### src/rtl/lcn_pkg.sv
package lcn_pkg;
  typedef enum logic [1:0] {
    WALK_IDLE = 2'd0,
    WALK_READ = 2'd1,
    WALK_CALC = 2'd2
  } walk_state_t;
endpackage

### src/rtl/lcn_ram.sv
module lcn_ram #(
  parameter int DEPTH = 8,
  parameter int WIDTH = 128,
  localparam int AW = (DEPTH > 1) ? $clog2(DEPTH) : 1
) (
  input  logic             clk,
  input  logic             we,
  input  logic [AW-1:0]    waddr,
  input  logic [WIDTH-1:0] wdata,
  input  logic [AW-1:0]    raddr,
  output logic [WIDTH-1:0] rdata
);
  logic [WIDTH-1:0] store [DEPTH];

  always_ff @(posedge clk) begin
    if (we) store[waddr] <= wdata;
    rdata <= store[raddr];
  end
endmodule

### src/rtl/lcn_split.sv
module lcn_split #(
  parameter int ACC_W = 128,
  parameter int DIG_W = 112,
  localparam int CARRY_W = ACC_W - DIG_W + 1,
  localparam int SUM_W = ACC_W + 1
) (
  input  logic [ACC_W-1:0]   limb,
  input  logic [CARRY_W-1:0] cin,
  output logic [ACC_W-1:0]   digit,
  output logic [CARRY_W-1:0] cout
);
  logic [SUM_W-1:0] total;

  always_comb begin
    total = {1'b0, limb} + {{(SUM_W-CARRY_W){1'b0}}, cin};
    digit = {{(ACC_W-DIG_W){1'b0}}, total[DIG_W-1:0]};
    cout  = total[SUM_W-1:DIG_W];
  end
endmodule

### src/rtl/lcn_walker.sv
module lcn_walker
  import lcn_pkg::*;
#(
  parameter int NLIMB = 8,
  parameter int ACC_W = 128,
  parameter int DIG_W = 112,
  localparam int AW = (NLIMB > 1) ? $clog2(NLIMB) : 1,
  localparam int CARRY_W = ACC_W - DIG_W + 1,
  localparam logic [AW-1:0] TOP = AW'(NLIMB - 1)
) (
  input  logic               clk,
  input  logic               rst,
  input  logic               start,
  input  logic [ACC_W-1:0]   rd_limb,
  output logic [AW-1:0]      rd_idx,
  output logic               wr_en,
  output logic [AW-1:0]      wr_idx,
  output logic [ACC_W-1:0]   wr_limb,
  output logic               busy,
  output logic               done,
  output logic               finish,
  output logic [CARRY_W-1:0] carry_out
);
  walk_state_t        state;
  logic [AW-1:0]      idx;
  logic [CARRY_W-1:0] carry;
  logic [CARRY_W-1:0] carry_nxt;
  logic [ACC_W-1:0]   digit;

  lcn_split #(.ACC_W(ACC_W), .DIG_W(DIG_W)) u_split (
    .limb (rd_limb),
    .cin  (carry),
    .digit(digit),
    .cout (carry_nxt)
  );

  always_ff @(posedge clk) begin
    if (rst) begin
      state     <= WALK_IDLE;
      idx       <= '0;
      carry     <= '0;
      done      <= 1'b0;
      carry_out <= '0;
    end else begin
      done <= 1'b0;
      case (state)
        WALK_IDLE: begin
          if (start) begin
            state <= WALK_READ;
            idx   <= '0;
            carry <= '0;
          end
        end
        WALK_READ: state <= WALK_CALC;
        WALK_CALC: begin
          carry <= carry_nxt;
          if (idx == TOP) begin
            state     <= WALK_IDLE;
            done      <= 1'b1;
            carry_out <= carry_nxt;
          end else begin
            idx   <= idx + 1'b1;
            state <= WALK_READ;
          end
        end
        default: state <= WALK_IDLE;
      endcase
    end
  end

  always_comb begin
    rd_idx  = idx;
    wr_idx  = idx;
    wr_en   = (state == WALK_CALC);
    wr_limb = digit;
    busy    = (state != WALK_IDLE);
    finish  = (state == WALK_CALC) && (idx == TOP);
  end

  AST_DONE_SINGLE: assert property (@(posedge clk) disable iff (rst) done |=> !done);
  AST_DONE_IDLE: assert property (@(posedge clk) disable iff (rst) done |-> !busy);
  AST_BUSY_ENDS_DONE: assert property (@(posedge clk) disable iff (rst) $fell(busy) |-> done);
  AST_NO_RESTART: assert property (@(posedge clk) disable iff (rst)
    (busy && start && !finish) |=> (busy && !done));
  AST_CARRY_HOLD: assert property (@(posedge clk) disable iff (rst) !done |-> $stable(carry_out));
endmodule

### src/rtl/lcn_headroom.sv
module lcn_headroom #(
  parameter int GUARD = 16,
  localparam logic [GUARD-1:0] LIMIT = {{(GUARD-1){1'b1}}, 1'b0}
) (
  input  logic clk,
  input  logic rst,
  input  logic evt,
  input  logic clear,
  output logic req
);
  logic [GUARD-1:0] count;
  logic [GUARD-1:0] count_nxt;

  always_comb begin
    if (clear)
      count_nxt = evt ? GUARD'(1) : '0;
    else if (evt && count != LIMIT)
      count_nxt = count + 1'b1;
    else
      count_nxt = count;
  end

  always_ff @(posedge clk) begin
    if (rst) begin
      count <= '0;
      req   <= 1'b0;
    end else begin
      count <= count_nxt;
      req   <= (count_nxt == LIMIT);
    end
  end

  AST_REQ_STICKY: assert property (@(posedge clk) disable iff (rst) (req && !clear) |=> req);
  AST_REQ_CLEARED: assert property (@(posedge clk) disable iff (rst) clear |=> !req);
endmodule

### src/rtl/limb_carry_norm.sv
module limb_carry_norm #(
  parameter int NLIMB = 8,
  parameter int ACC_W = 128,
  parameter int DIG_W = 112,
  localparam int AW = (NLIMB > 1) ? $clog2(NLIMB) : 1,
  localparam int GUARD = ACC_W - DIG_W,
  localparam int CARRY_W = GUARD + 1
) (
  input  logic               clk,
  input  logic               rst,
  input  logic               start,
  output logic               busy,
  output logic               done,
  output logic [CARRY_W-1:0] carry_out,
  input  logic [AW-1:0]      host_addr,
  input  logic               host_we,
  input  logic [ACC_W-1:0]   host_wdata,
  output logic [ACC_W-1:0]   host_rdata,
  input  logic               acc_evt,
  output logic               norm_req
);
  logic [AW-1:0]    eng_rd_idx;
  logic [AW-1:0]    eng_wr_idx;
  logic             eng_we;
  logic [ACC_W-1:0] eng_wdata;
  logic             finish;
  logic             ram_we;
  logic [AW-1:0]    ram_waddr;
  logic [ACC_W-1:0] ram_wdata;
  logic [AW-1:0]    ram_raddr;
  logic [ACC_W-1:0] ram_rdata;

  always_comb begin
    ram_we    = eng_we | (host_we & ~busy);
    ram_waddr = busy ? eng_wr_idx : host_addr;
    ram_wdata = busy ? eng_wdata : host_wdata;
    ram_raddr = busy ? eng_rd_idx : host_addr;
    host_rdata = ram_rdata;
  end

  lcn_ram #(.DEPTH(NLIMB), .WIDTH(ACC_W)) u_ram (
    .clk  (clk),
    .we   (ram_we),
    .waddr(ram_waddr),
    .wdata(ram_wdata),
    .raddr(ram_raddr),
    .rdata(ram_rdata)
  );

  lcn_walker #(.NLIMB(NLIMB), .ACC_W(ACC_W), .DIG_W(DIG_W)) u_walk (
    .clk      (clk),
    .rst      (rst),
    .start    (start),
    .rd_limb  (ram_rdata),
    .rd_idx   (eng_rd_idx),
    .wr_en    (eng_we),
    .wr_idx   (eng_wr_idx),
    .wr_limb  (eng_wdata),
    .busy     (busy),
    .done     (done),
    .finish   (finish),
    .carry_out(carry_out)
  );

  lcn_headroom #(.GUARD(GUARD)) u_head (
    .clk  (clk),
    .rst  (rst),
    .evt  (acc_evt),
    .clear(finish),
    .req  (norm_req)
  );

  AST_HOST_BLOCKED: assert property (@(posedge clk) disable iff (rst)
    (busy && !eng_we) |-> !ram_we);
  AST_REQ_LOW_AT_DONE: assert property (@(posedge clk) disable iff (rst) done |-> !norm_req);
endmodule

### config.mk
export PLATFORM = sky130hd
export DESIGN_NAME = limb_carry_norm
export DESIGN_NICKNAME = d
export VERILOG_FILES = /design/src/rtl/lcn_pkg.sv /design/src/rtl/lcn_ram.sv /design/src/rtl/lcn_split.sv /design/src/rtl/lcn_walker.sv /design/src/rtl/lcn_headroom.sv /design/src/rtl/limb_carry_norm.sv
export SDC_FILE = /design/constraint.sdc
export NUM_CORES = 1
export LEC_CHECK = 0
export ABC_AREA = 0
export BUFFER_PORTS_ARGS = -buffer_cell sky130_fd_sc_hd__buf_2
export CAP_MARGIN = 25
export CORE_AREA = 2 2 354 356
export DETAILED_ROUTE_END_ITERATION = 16
export DIE_AREA = 0 0 356 358
export MAX_ROUTING_LAYER = met4
export PLACE_DENSITY = 0.54
export RECOVER_POWER = 50
export REMOVE_ABC_BUFFERS = 1
export SLEW_MARGIN = 30
export SYNTH_ARGS = -nofsm -noshare
export SYNTH_HDL_FRONTEND = slang
export SYNTH_SLANG_ARGS = --single-unit
### constraint.sdc
create_clock -name clk -period 23.5 [get_ports clk]
set_input_delay 4.7 -clock clk [delete_from_list [all_inputs] [get_ports clk]]
set_output_delay 4.7 -clock clk [all_outputs]
set_load 0.005 [all_outputs]
==> summary by stage <==
Setup path
The critical register-to-register path startpoint is u_walk.state[1]. The endpoint class of the critical path is a flip-flop. STA classifies the critical path startpoint as an input pin. The end of the critical path is u_ram.store[4][36]. The setup slack on the worst flop-to-flop path is 15830 ps. The cell family with the largest share of critical-path delay is multiplexers. The count of buffering cells on the critical path with inverters included is 3. Counting cells, the worst reg-to-reg path comes to 6. The critical path goes through clkbuf_1 > mux2_1 > nand2_1 > nor3_1 > clkbuf_1 > buf_4. The slowest stage of the critical path belongs to the cell sky130_fd_sc_hd__mux2_1.

In this run the worst setup path begins at host_addr[2]. The worst setup path category is input pin to flip-flop. The endpoint identified for the worst register-to-register timing path is u_ram.store[4][36]. The critical-path maximum fanout is 86. The arrival time at the worst endpoint is 10930 ps. The logic depth of the worst setup path including buffers is 6. Data on the critical path is required at its endpoint by 23830 ps. The cell type with the highest occurrence count on the critical path is sky130_fd_sc_hd__clkbuf_1.

The delay contributed by the slowest stage of the critical path is 3020 ps.

Yosys
The synthesized design contains 1209 register bits. The portion of synthesized cell area occupied by the leading cell type is 0.626. The async set-reset flop share out of synthesis is 0.

The per-instance average area after synthesis is 12.3 um2. Synthesis instantiated 74 different standard cells from the library. The count of synthesis-stage warnings from yosys is 0. For this run, the leading register cell type out of synthesis is sky130_fd_sc_hd__edfxtp_1. For this run, the register share of the synthesized area comes to 0.701. By area the synthesized netlist is led by sky130_fd_sc_hd__edfxtp_1, sky130_fd_sc_hd__dfxtp_1, sky130_fd_sc_hd__nand2_1. The cell type with the highest aggregate area in the netlist is sky130_fd_sc_hd__edfxtp_1. Counting flops with a built-in enable in the synthesized netlist gives 1024. The number of cells produced by synthesis is 3995. Summing every instance area after synthesis gives 49200 um2.

Layout
The share of layout cells above drive strength 1 is 0.115. The number of antenna diodes is 0. The number of nets in the layout is 4402. The area growth from synthesis to layout is 15.3%. The number of cells in the finished layout apart from fillers is 5989.

Power
The leakage power is 19.2 nW. Across the VDD grid, the largest voltage drop is 0.0682 mV. The total power consumption of the routed design is 0.00512 W. The power per unit of standard cell area is 90.5 nW/um2.

Detailed routing
The via count is 33217. In the routed design, unresolved DRC markers number 0. Signal routing reaches up to met4.

The post-route antenna net violation count is 0. The sum of routed wire length over all layers is 156000 um. After detailed routing, the wire length on met1 is 66700 um. The detail-routed net length per standard cell is 26.1 um. The met3 wire length is 9780 um. After detailed routing, the met2 layer carries 74300 um of wire. The first TritonRoute pass finished after 5 iterations. In the routed layout, each cell is associated on average with a via count of 5.55.

The first-iteration detailed-routing DRC count is 3346.

CTS
The number of H-tree levels is 3. The post-CTS setup buffer count is 0. For this design, the CTS-stage hold fixing added 0 buffers.

The tree is rooted in a sky130_fd_sc_hd__clkbuf_16. The number of clock sinks is 1209. TritonCTS built the clock tree. The clock-pin slew of the registers on the worst-case setup and hold paths is 60 ps.

Clock tree synthesis inserted a total of 121 buffers. The clock latency on the worst-skew pair is 710 ps. The number of cells upsized or downsized after cts is 0.

In this run the deepest clock path goes through 3 buffers.

Global routing
The largest net degree at the start of global routing is 159. Across every metal layer, demand over resource in global routing totals 0.248. The first global-routing pass estimated 224000 um of wire.

Global routing finished with a remaining overflow of 0. The initial antenna violation count is 1. The number of global-route vias before repair was 32049.

Placement
During placement, the flow inserted port buffers numbering 283. The estimated wirelength of the detail-placed design is 89100 um. At the end of routability-driven placement, the weighted congestion stood at 0.843. Once placement completed, the tool counted placed cells totaling 5757. The worst slack at placement is 15490 ps.

Floorplanning
The floorplan has 129 rows. The starting utilization of the core area is 0.399. The full die area is 127000 um2. From left edge to right edge, the die measures 356 um. The number of primary I/O pins is 284. The height of the die is 358 um.

The floorplan step defined a core boundary enclosing 123000 um2.

Timing
The final-layout worst hold slack is 461 ps. For the final database, setup skew stands at 33.9 ps. The final setup TNS is 0 ps. Measured against its own limit, the worst slew margin works out to -1.78. Setup repair after global routing left no endpoint under its margin. Setup violations remaining at the end of the flow were counted as 0. Static timing analysis puts the maximum clock frequency at 94.3 MHz. Setup slack closes at 12900 ps. The final-report hold violation count was 0. The actual transition at the worst max-transition pin is 4170 ps. The period utilization is 0.451. The final critical path time including I/O delays and setup is 10600 ps.

The number of pins with negative max-slew slack in the final report was 107.

Hold path
The type of the worst min-delay path is flip-flop to flip-flop. The worst hold path was traced through 2 stages.

Run status
The final reports fail on max-capacitance violations, max-slew violations. The flow ran to the end, but the final reports show violations.

Job
The number of max-capacitance violations reported is 2.
[cell families (layout without fill, tap and decap cells)]
kind of cell	Yosys count	count (layout)	share of synthesized area
AO/OA/AOI/OAI	1051	1051	0.115
XOR/XNOR	129	129	0.0230
adder cells (fa/ha/maj)	22	22	0.00575
buffers and inverters	231	588	0.0182
flip-flops	1209	1209	0.701
multiplexers	143	143	0.0297
AND/OR/NAND/NOR	1210	1210	0.108
[cell type report]
| type | count | area, um2 |
|---|---|---|
| multi-input combinational | 2555 | 14000 |
| inverter | 10 | 40.0 |
| clock inverter | 71 | 825 |
| sequential | 1209 | 34500 |
| fill | 11236 | 66700 |
| tap | 1637 | 2050 |
| clock buffer | 160 | 3390 |
| timing repair buffer | 347 | 1940 |
[worst min-delay path, stage by stage (launching register included)]
cell,delay (ps)
sky130_fd_sc_hd__dfxtp_1,330
sky130_fd_sc_hd__nand2_1,50
sky130_fd_sc_hd__o21ai_0,50
[stage by stage]
step                       util  instance area (um2)
after floorplan               -                48300
after global placement    0.426                52500
after detailed placement  0.426                52600
after CTS                 0.460                56800
after global routing      0.459                56700
final                     0.459                56700
[worst min path at each step]
stage	startpoint	to	slack, ps
6_report	u_walk.carry[0]	u_walk.carry[0]	460
5_1_grt	u_walk.carry[2]	u_walk.carry[2]	480
4_1_cts	u_walk.carry[0]	u_walk.carry[0]	460
3_5_place_dp	u_walk.carry[0]	u_walk.carry[0]	450
3_3_place_gp	u_walk.carry[0]	u_walk.carry[0]	440
2_1_floorplan	u_walk.carry[0]	u_walk.carry[0]	430
[metal layers]
metal  track usage  vias up
met2         0.397     1201
met1         0.325    16619
met5             -        -
li1              -    15152
met4        0.0857        0
met3        0.0334      245
[registers in the layout, indices dropped and copies added, names as in the netlist]
register          cells
u_ram.rdata         128
u_walk.done           1
u_head.count         16
u_walk.state          2
u_walk.carry         17
u_walk.carry_out     17
u_walk.rd_idx         3
u_ram.store        1024
u_head.req            1
[cells in the mapped netlist (11+ instances only)]
cell type and instances:
sky130_fd_sc_hd__or3_1 11, sky130_fd_sc_hd__nand3_1 55, sky130_fd_sc_hd__clkbuf_1 187, sky130_fd_sc_hd__nand2_1 821, sky130_fd_sc_hd__dfxtp_1 185, sky130_fd_sc_hd__nor2_1 110, sky130_fd_sc_hd__o21ai_0 368, sky130_fd_sc_hd__a211oi_1 16
sky130_fd_sc_hd__and3_1 35, sky130_fd_sc_hd__and4_1 20, sky130_fd_sc_hd__nor4_1 23, sky130_fd_sc_hd__xnor2_1 69, sky130_fd_sc_hd__xor2_1 60, sky130_fd_sc_hd__buf_1 13, sky130_fd_sc_hd__nand4_1 35, sky130_fd_sc_hd__buf_2 21
sky130_fd_sc_hd__a21oi_1 574, sky130_fd_sc_hd__mux2i_1 137, sky130_fd_sc_hd__and2_1 30, sky130_fd_sc_hd__nor3_1 26, sky130_fd_sc_hd__edfxtp_1 1024, sky130_fd_sc_hd__ha_1 21
[cell usage in the layout, fill, tap and decap left out, types with 6 or more instances in the layout]
master	netlist	final
sky130_fd_sc_hd__clkbuf_1	187	106
sky130_fd_sc_hd__edfxtp_1	1024	1024
sky130_fd_sc_hd__buf_4	0	50
sky130_fd_sc_hd__o31ai_1	8	8
sky130_fd_sc_hd__and4_1	20	20
sky130_fd_sc_hd__and3_1	35	35
sky130_fd_sc_hd__inv_1	9	9
sky130_fd_sc_hd__mux2i_1	137	134
sky130_fd_sc_hd__dfxtp_1	185	185
sky130_fd_sc_hd__a21oi_1	574	574
sky130_fd_sc_hd__ha_1	21	21
sky130_fd_sc_hd__a31oi_1	7	7
sky130_fd_sc_hd__and2_1	30	13
sky130_fd_sc_hd__or3_1	11	11
sky130_fd_sc_hd__nand3_1	55	55
sky130_fd_sc_hd__clkinv_2	0	26
sky130_fd_sc_hd__nor3_1	26	26
sky130_fd_sc_hd__clkbuf_8	0	14
sky130_fd_sc_hd__nor4_1	23	17
sky130_fd_sc_hd__xor2_1	60	60
sky130_fd_sc_hd__nand4_1	35	35
sky130_fd_sc_hd__nor2_1	110	105
sky130_fd_sc_hd__buf_12	0	8
sky130_fd_sc_hd__and2_0	0	17
sky130_fd_sc_hd__o211ai_1	9	9
sky130_fd_sc_hd__a21o_1	9	9
sky130_fd_sc_hd__clkbuf_16	0	124
sky130_fd_sc_hd__a22oi_1	6	6
sky130_fd_sc_hd__nor4_2	3	8
sky130_fd_sc_hd__clkinv_1	0	17
sky130_fd_sc_hd__xnor2_1	69	69
sky130_fd_sc_hd__a211oi_1	16	16
sky130_fd_sc_hd__o2111ai_1	7	7
sky130_fd_sc_hd__bufinv_16	0	17
sky130_fd_sc_hd__buf_2	21	196
sky130_fd_sc_hd__nand2_1	821	820
sky130_fd_sc_hd__o21ai_0	368	375
[report_power, final]
group / switching (W) / internal, W / leakage, nW / total (W)
logic: 0.000376 / 0.000147 / 6.25 / 0.000523
clock network: 0.000828 / 0.00120 / 2.08 / 0.00203
registers: 0.0000968 / 0.00248 / 10.9 / 0.00258
total: 0.00130 / 0.00382 / 19.2 / 0.00512
Power figures use the tool's default switching activity.
